--- config.mk ---
export PLATFORM = sky130hd
export DESIGN_NAME = i2c_tx_master
export DESIGN_NICKNAME = d
export VERILOG_FILES = /design/src/rtl/i2c_tx_pkg.sv /design/src/rtl/i2c_tx_tick.sv /design/src/rtl/i2c_tx_regs.sv /design/src/rtl/i2c_tx_seq.sv /design/src/rtl/i2c_tx_master.sv
export SDC_FILE = /design/constraint.sdc
export NUM_CORES = 1
export LEC_CHECK = 0
export CORE_MARGIN = 2
export CORE_UTILIZATION = 35
export CTS_CLUSTER_DIAMETER = 150
export DETAILED_ROUTE_END_ITERATION = 10
export PLACE_DENSITY = 0.69
export SYNTH_ARGS = -nofsm -noshare
export SYNTH_HDL_FRONTEND = slang
export SYNTH_SLANG_ARGS = --single-unit
--- constraint.sdc ---
create_clock -name clk -period 1.25 [get_ports clk]
set_input_delay 0.25 -clock clk [delete_from_list [all_inputs] [get_ports clk]]
set_output_delay 0.25 -clock clk [all_outputs]
set_load 0.005 [all_outputs]
--- src/rtl/i2c_tx_pkg.sv ---
package i2c_tx_pkg;

  typedef enum logic [3:0] {
    SQ_IDLE,
    SQ_STA_SDA,
    SQ_HOLD,
    SQ_BIT_LO,
    SQ_BIT_HI,
    SQ_RS_REL,
    SQ_RS_HI,
    SQ_STO_LO,
    SQ_STO_HI
  } seq_state_e;

endpackage

--- src/rtl/i2c_tx_tick.sv ---
module i2c_tx_tick #(
  parameter int DIV_W = 8
) (
  input  logic             clk,
  input  logic             rst_n,
  input  logic [DIV_W-1:0] half_cfg,
  output logic             tick
);

  logic [DIV_W-1:0] cnt_q;
  logic [DIV_W-1:0] cnt_d;

  always_comb begin
    tick  = (cnt_q == '0);
    cnt_d = tick ? half_cfg : cnt_q - DIV_W'(1);
  end

  always_ff @(posedge clk or negedge rst_n) begin
    if (!rst_n) cnt_q <= '0;
    else        cnt_q <= cnt_d;
  end

endmodule

--- src/rtl/i2c_tx_regs.sv ---
module i2c_tx_regs #(
  parameter int DATA_W = 8
) (
  input  logic              clk,
  input  logic              rst_n,
  input  logic              start_set,
  input  logic              stop_set,
  input  logic              data_wr,
  input  logic [DATA_W-1:0] data_in,
  input  logic              clr_start,
  input  logic              clr_stop,
  input  logic              load_tx,
  output logic              start_pend,
  output logic              stop_pend,
  output logic              tx_pend,
  output logic [DATA_W-1:0] tx_data
);

  logic              start_d;
  logic              stop_d;
  logic              tx_d;
  logic [DATA_W-1:0] data_d;
  logic              data_en;

  // A new software request wins over a same-cycle clear from the sequencer.
  always_comb begin
    start_d = start_set ? 1'b1 : (clr_start ? 1'b0 : start_pend);
    stop_d  = stop_set  ? 1'b1 : (clr_stop  ? 1'b0 : stop_pend);
    tx_d    = data_wr   ? 1'b1 : (load_tx   ? 1'b0 : tx_pend);
    data_en = data_wr;
    data_d  = data_in;
  end

  always_ff @(posedge clk or negedge rst_n) begin
    if (!rst_n) begin
      start_pend <= 1'b0;
      stop_pend  <= 1'b0;
      tx_pend    <= 1'b0;
    end else begin
      start_pend <= start_d;
      stop_pend  <= stop_d;
      tx_pend    <= tx_d;
    end
  end

  always_ff @(posedge clk or negedge rst_n) begin
    if (!rst_n)       tx_data <= '0;
    else if (data_en) tx_data <= data_d;
  end

endmodule

--- src/rtl/i2c_tx_seq.sv ---
module i2c_tx_seq
  import i2c_tx_pkg::*;
#(
  parameter int DATA_W = 8
) (
  input  logic              clk,
  input  logic              rst_n,
  input  logic              tick,
  input  logic              start_pend,
  input  logic              stop_pend,
  input  logic              tx_pend,
  input  logic [DATA_W-1:0] tx_data,
  input  logic              sda_in,
  output logic              load_tx,
  output logic              clr_start,
  output logic              clr_stop,
  output logic              busy,
  output logic              scl_oe,
  output logic              sda_oe,
  output logic              irq,
  output logic              nak
);

  localparam int CNT_W = $clog2(DATA_W + 1);
  localparam logic [CNT_W-1:0] ACK_SLOT  = CNT_W'(DATA_W);
  localparam logic [CNT_W-1:0] LAST_DATA = CNT_W'(DATA_W - 1);

  seq_state_e        state_q, state_d;
  logic [CNT_W-1:0]  bit_q,   bit_d;
  logic [DATA_W-1:0] sh_q,    sh_d;
  logic              scl_d;
  logic              sda_d;
  logic              busy_d;
  logic              nak_d;
  logic              irq_d;

  always_comb begin
    state_d   = state_q;
    bit_d     = bit_q;
    sh_d      = sh_q;
    scl_d     = scl_oe;
    sda_d     = sda_oe;
    busy_d    = busy;
    nak_d     = nak;
    irq_d     = 1'b0;
    load_tx   = 1'b0;
    clr_start = 1'b0;
    clr_stop  = 1'b0;
    if (tick) begin
      unique case (state_q)
        SQ_IDLE: begin
          if (start_pend) begin
            sda_d     = 1'b1;
            busy_d    = 1'b1;
            clr_start = 1'b1;
            state_d   = SQ_STA_SDA;
          end else if (stop_pend) begin
            clr_stop = 1'b1;
          end
        end
        SQ_STA_SDA: begin
          scl_d   = 1'b1;
          state_d = SQ_HOLD;
        end
        SQ_HOLD: begin
          if (tx_pend) begin
            load_tx = 1'b1;
            irq_d   = 1'b1;
            sh_d    = tx_data;
            bit_d   = '0;
            sda_d   = ~tx_data[DATA_W-1];
            state_d = SQ_BIT_LO;
          end else if (start_pend) begin
            sda_d   = 1'b0;
            state_d = SQ_RS_REL;
          end else if (stop_pend) begin
            sda_d   = 1'b1;
            state_d = SQ_STO_LO;
          end
        end
        SQ_BIT_LO: begin
          scl_d   = 1'b0;
          state_d = SQ_BIT_HI;
        end
        SQ_BIT_HI: begin
          scl_d = 1'b1;
          if (bit_q == ACK_SLOT) begin
            nak_d   = sda_in;
            state_d = SQ_HOLD;
          end else begin
            bit_d   = bit_q + CNT_W'(1);
            state_d = SQ_BIT_LO;
            if (bit_q == LAST_DATA) begin
              sda_d = 1'b0;
            end else begin
              sda_d = ~sh_q[DATA_W-2];
              sh_d  = {sh_q[DATA_W-2:0], 1'b0};
            end
          end
        end
        SQ_RS_REL: begin
          scl_d   = 1'b0;
          state_d = SQ_RS_HI;
        end
        SQ_RS_HI: begin
          sda_d     = 1'b1;
          clr_start = 1'b1;
          state_d   = SQ_STA_SDA;
        end
        SQ_STO_LO: begin
          scl_d   = 1'b0;
          state_d = SQ_STO_HI;
        end
        SQ_STO_HI: begin
          sda_d    = 1'b0;
          busy_d   = 1'b0;
          clr_stop = 1'b1;
          state_d  = SQ_IDLE;
        end
        default: state_d = SQ_IDLE;
      endcase
    end
  end

  always_ff @(posedge clk or negedge rst_n) begin
    if (!rst_n) begin
      state_q <= SQ_IDLE;
      bit_q   <= '0;
      sh_q    <= '0;
      scl_oe  <= 1'b0;
      sda_oe  <= 1'b0;
      busy    <= 1'b0;
      nak     <= 1'b0;
      irq     <= 1'b0;
    end else begin
      state_q <= state_d;
      bit_q   <= bit_d;
      sh_q    <= sh_d;
      scl_oe  <= scl_d;
      sda_oe  <= sda_d;
      busy    <= busy_d;
      nak     <= nak_d;
      irq     <= irq_d;
    end
  end

endmodule

--- src/rtl/i2c_tx_master.sv ---
module i2c_tx_master #(
  parameter int DATA_W = 8,
  parameter int DIV_W  = 8
) (
  input  logic              clk,
  input  logic              rst_n,
  input  logic [DIV_W-1:0]  half_cfg,
  input  logic              start_set,
  input  logic              stop_set,
  input  logic              data_wr,
  input  logic [DATA_W-1:0] data_in,
  input  logic              sda_in,
  output logic              start_pend,
  output logic              stop_pend,
  output logic              tx_pend,
  output logic              busy,
  output logic              nak,
  output logic              irq,
  output logic              scl_oe,
  output logic              sda_oe
);

  localparam int SYNC_STAGES = 2;

  logic [SYNC_STAGES-1:0] rst_sync_q;
  logic                   rst_core_n;
  logic                   tick;
  logic                   load_tx;
  logic                   clr_start;
  logic                   clr_stop;
  logic [DATA_W-1:0]      tx_data;

  // Reset asserts at once and leaves on a clock edge.
  always_ff @(posedge clk or negedge rst_n) begin
    if (!rst_n) rst_sync_q <= '0;
    else        rst_sync_q <= {rst_sync_q[SYNC_STAGES-2:0], 1'b1};
  end
  assign rst_core_n = rst_sync_q[SYNC_STAGES-1];

  i2c_tx_tick #(.DIV_W(DIV_W)) u_tick (
    .clk      (clk),
    .rst_n    (rst_core_n),
    .half_cfg (half_cfg),
    .tick     (tick)
  );

  i2c_tx_regs #(.DATA_W(DATA_W)) u_regs (
    .clk        (clk),
    .rst_n      (rst_core_n),
    .start_set  (start_set),
    .stop_set   (stop_set),
    .data_wr    (data_wr),
    .data_in    (data_in),
    .clr_start  (clr_start),
    .clr_stop   (clr_stop),
    .load_tx    (load_tx),
    .start_pend (start_pend),
    .stop_pend  (stop_pend),
    .tx_pend    (tx_pend),
    .tx_data    (tx_data)
  );

  i2c_tx_seq #(.DATA_W(DATA_W)) u_seq (
    .clk        (clk),
    .rst_n      (rst_core_n),
    .tick       (tick),
    .start_pend (start_pend),
    .stop_pend  (stop_pend),
    .tx_pend    (tx_pend),
    .tx_data    (tx_data),
    .sda_in     (sda_in),
    .load_tx    (load_tx),
    .clr_start  (clr_start),
    .clr_stop   (clr_stop),
    .busy       (busy),
    .scl_oe     (scl_oe),
    .sda_oe     (sda_oe),
    .irq        (irq),
    .nak        (nak)
  );

endmodule

==> After elaboration in Yosys (flattened, before gate mapping) <==
Cells that the tools add are included.
{ "op_classes": {"addsub": 2, "n_mux": 39, "bitwise": 2, "n_reduce_logical": 18, "eq_ne": 15} }
{ "op_table": {"columns": ["cell", "count"], "rows": [
  ["$pmux 4 s8", 1],
  ["$mux 4", 6],
  ["$mux 1", 21],
  ["$mux 7", 3],
  ["$eq 4x3->1 const B", 5],
  ["$pmux 7 s2", 1],
  ["$reduce_bool 2->1", 6],
  ["$reduce_and 5->1", 2],
  ["$reduce_and 3->1", 3],
  ["$eq 4x2->1 const B", 2],
  ["$eq 4x4->1 const B", 2],
  ["$logic_not 8->1", 1],
  ["$mux 8", 1],
  ["$pmux 1 s2", 4],
  ["$pmux 4 s2", 1],
  ["$sub 8x1->8 const B", 1],
  ["$pmux 1 s5", 1],
  ["$reduce_bool 5->1", 1],
  ["$add 4x1->4 const B", 1],
  ["$eq 4x1->1 const B", 1],
  ["$logic_not 4->1", 1],
  ["$ne 2x1->1 const B", 2],
  ["$ne 2x2->1 const B", 2],
  ["$ne 4x1->1 const B", 1],
  ["5 further kinds", 6]
]} }
{ "word_totals": {"word_cells": 90, "inputBits": 22, "reg_bits": 41, "output_inout_bits": 8} }

==> Longest topological paths before layout <==
{ "depth": {"depth_word": 6, "depth_mapped": 7, "ltp_nobuf": 6} }

==> By module <==
A second synthesis with hierarchy kept.
{ "hier_totals": {"hier_cells": 195, "area_unflattened_um2": 2162.1} }
{ "modules_own_cells": {"columns": ["module", "n_inst", "seq_area_each_um2", "area_per_inst_um2", "cells_each"], "rows": [
  ["i2c_tx_seq", 1, 500.5, 1192.4, 118],
  ["i2c_tx_tick", 1, 200.2, 474.2, 48],
  ["i2c_tx_regs", 1, 275.3, 441.7, 26],
  ["i2c_tx_master", 1, 50.0, 53.8, 3]
]} }

==> Worst setup path after synthesis <==
OpenSTA, ideal clock, no wires.
{ "synth_timing": {"path_kind": "flip-flop to flip-flop", "startpoint": "register u_tick.cnt_q[0]", "endpoint": "register u_seq.sda_oe", "required_time_ns": 1.125, "arrival_time_ns": 1.927, "slack_ns": -0.801, "setup_ns": 0.125, "synth_period_minus_slack_ns": 2.051, "stages_incl_launch_ff": 7, "path_buffers": 0, "cell_sequence": "dfrtp_1 -> inv_1 -> ha_1 -> or3b_2 -> a211o_1 -> a311oi_2 -> mux2_2"} }
{ "synth_between": {"elab_chain_len": 2} }
{ "synth_rtl": {"columns": ["item", "line", "source"], "rows": [
  ["from (decl)", "i2c_tx_tick.sv:10", "logic [DIV_W-1:0] cnt_q;"],
  ["from (signal assigned)", "i2c_tx_tick.sv:20", "else cnt_q <= cnt_d;"],
  ["$logic_not 8->1", "i2c_tx_tick.sv:14", "tick = (cnt_q == '0);"],
  ["$reduce_and 5->1 (no source line)", null, null],
  ["to (signal assigned)", "i2c_tx_seq.sv:131", "sda_oe <= 1'b0;"],
  ["to (signal assigned)", "i2c_tx_seq.sv:140", "sda_oe <= sda_d;"],
  ["to (decl)", "i2c_tx_seq.sv:19", "output logic sda_oe,"]
]} }
No other way between the ends.
A chain may end at the register's enable or synchronous reset.

==> Worst setup path after layout <==
{ "layout_timing": {"startpoint": "register u_tick.cnt_q[2]", "endpoint": "register u_seq.sda_oe"} }
The elaborated chain is that of the path after synthesis.

==> impl_results.md <==
- Most common cell in the synthesized netlist: dfrtp_1
- Final Hold Vio Count: 0
- R2r setup slk: -0.73 ns
- GRT busiest layer: met2
- M3 GR Usage: 3.22%
- Crit-path max cell delay: 0.52 ns
- Sequential-to-total area share from yosys stat: 49.5%
- Synth area leader: dfrtp_1
- Post-Syn Nets: 231
- Yosys cell types: 43
- Hold Path Class: primary input to asynchronous set/reset pin
- Die Y: 80.9 um
- Area growth syn-to-layout: 55.6%
- Asr flop ratio synth: 100%
- Crit path kind: register to register
- CTS sink cnt: 41
- CTS root buf: clkbuf_8
- Crit Reg-Reg Startpoint: u_tick.cnt_q[2]
- Post-synth top cells: dfrtp_1 (41), nand2_1 (29), mux2_2 (16), o21ai_0 (16), nor2_1 (13)
- Pre-CTS WS: -0.719 ns
- Register Area: 1030 um2
- Req. time, crit path: 1.44 ns
- Die W: 80.9 um
- DP Wirelength: 3630 um
- Hold_buf cts: 0
- Outcome: finished, violations left
- Post-Syn Area: 2070 um2
- CP arrival: 2.16 ns
- Cells after Synth: 205
- Flops & latches, synth: 41
- Rows: 28
- Slew @ Worst Pin: 0.509 ns
- Period utilization: 158%
- VDD IR max: 0.000868 V
- Worst Setup End Kind: register
- RSZ-0062 raised after global routing: yes
- Number of global-route vias before repair: 1873
- Crit. Startpoint: u_tick.cnt_q[2]
- Crit path depth: 4
- Max Slew Vio Count: 0
- Layout cells sized above 1: 42.1%
- TritonCTS clock tree: built
- Worst-skew pair later-pin latency: 0.30 ns
- Grt met2 use: 29.4%
- Main synth FF type: dfrtp_1
- Die area: 6550 um2
- Pwr Density: 1050 nW/um2
- Failing checks: negative setup slack
- Finished Cell Area: 3220 um2
- Synth top area share: 49.5%
- Top delay family on crit path: compound AO/OA/AOI/OAI gates
- Tightest hold margin: 0.110 ns
- Total CTS buffers: 5
- Worst path slowest cell: or4_4
- # IOs: 30
- CP Cell Sequence: or4_4 > a211o_1 > a311oi_2 > mux2_4
- WL/cell: 14.8 um
- Met1 usage in global routing: 21.7%
- Initial antenna violation count: 0
- P_leak: 1.43 nW
- Drt first pass iters: 4
- Number of flops mapped to enable cells by yosys: 0
- Fin cells: 372
- First-pass GRT wire length: 8720 um
- Core area: 5820 um2
- Final Net Count: 322
- Initial Utilization: 35.6%
- Via count: 1884
- DRC Markers: 0
- Synth warnings: 0
- R2r endpoint: u_seq.sda_oe
- Number of buffer and inverter stages on the critical path: 0
- Crit-path max FO: 2
- MaxCap Viol Count: 0
- Avg Inst Size Synth: 10.1 um2
- Global route total overflow: 0
- All-Layer GR Usage: 17.3%
- CP startpoint kind: register
- Fmax: 0.506 GHz
- Via density: 5.06
- Worst Clk Skew: 0.00659 ns
- Final Setup Violations: 31
- Post-Route WL: 5520 um
- Number of port buffers: 29
- Max clock buf depth: 2
- Drt initial violations: 93
- Multi-input logic area: 1160 um2
- Total power: 3.39 mW
- Slew headroom: 65.2%
- Synth top area cells: dfrtp_1 (50%), mux2_2 (8.7%), nand2_1 (5.3%)
- Inst Count DP: 346
- Post-layout min period: 1.98 ns
- Cell count of the worst reg-to-reg path: 4
- Largest net degree at the start of global routing: 20
- Antenna cells: 0
- GP Congestion: 0.795
- Dpl cell area: 2830 um2
- Final setup margin: -0.725 ns
- Post-route ant nets: 0
- Fill count: 521
- Number of H-tree levels: 2
- CTS clk-pin slew, worst paths: 0.08 ns
==> routing by layer <==
metal	wire length [um]	vias up
li1	-	907
met2	2860	44
met4	138	0
met3	158	14
met5	0	-
met1	2370	919
==> cell families (layout without fill, tap and decap cells) <==
group           Yosys count  after routing  share of synthesized area, %
buf+inv                  18            110                          3.38
mux                      18             18                          9.67
simple gates             73             73                          18.7
xor+xnor                  5              5                          2.11
flops                    41             41                          49.5
fa+ha+maj                 4              4                          2.42
other cells               1              1                         0.181
compound gates           45             45                          14.0
==> flip-flops by register name, summed over array words and instances, names as in the netlist, 2 cells and up <==
name            flops
u_seq.sh_q          7
u_seq.bit_q         4
u_regs.tx_data      8
u_tick.cnt_q        8
rst_sync_q          2
u_seq.state_q       4
==> power breakdown <==
part,internal (mW),switching [mW]
sequential,1.48,0.0953
clock,0.392,0.496
combinational,0.492,0.436
==> metrics by stage <==
stage	utilization, %	setup TNS (ns)
2_1_floorplan	-	-9.35
3_3_place_gp	48.6	-14.14
3_5_place_dp	48.6	-15.37
4_1_cts	53.2	-13.98
5_1_grt	55.4	-17.08
6_report	55.4	-14.89
==> cell type report <==
type                            count  share of cell area [%]
Clock inverter                      3                   0.699
Multi-Input combinational cell    146                    35.9
Tap cell                           75                    2.91
Sequential cell                    41                    31.9
Clock buffer                        5                    2.14
Timing Repair Buffer               94                    25.5
Inverter                            8                   0.932
==> layout by cell type (no fill, tap or decap), types with 3 or more instances in the layout <==
cell type / Yosys / final
nor4_4: 0 / 3
o21bai_1: 3 / 3
dfrtp_1: 41 / 39
nand3b_1: 4 / 4
o21ai_1: 0 / 4
ha_1: 4 / 3
inv_1: 8 / 6
nand2_1: 29 / 28
o21ai_2: 0 / 4
mux2_2: 16 / 15
xnor2_1: 4 / 4
clkbuf_8: 0 / 5
buf_4: 0 / 56
dlygate4sd2_1: 0 / 4
o31ai_1: 7 / 5
nand3_1: 3 / 3
a21oi_1: 7 / 6
nor2_1: 13 / 10
clkinvlp_4: 0 / 3
o21ai_0: 16 / 8
clkdlybuf4s50_1: 0 / 21
nor4b_4: 0 / 3
buf_6: 0 / 8
==> worst max-delay path by stage <==
stage                         endpoint
final                     u_seq.sda_oe
after global routing      u_seq.sda_oe
after CTS                 u_seq.sda_oe
after detailed placement  u_seq.sda_oe
after global placement    u_seq.sda_oe
after floorplan           u_seq.sda_oe
==> repair_timing <==
item	CTS	global route
pin swaps	10	8
gates resized for setup	50	15
setup buffers	13	9
endpoints found under the setup margin	39	33
cloned	0	1
Power figures use the tool's default switching activity.
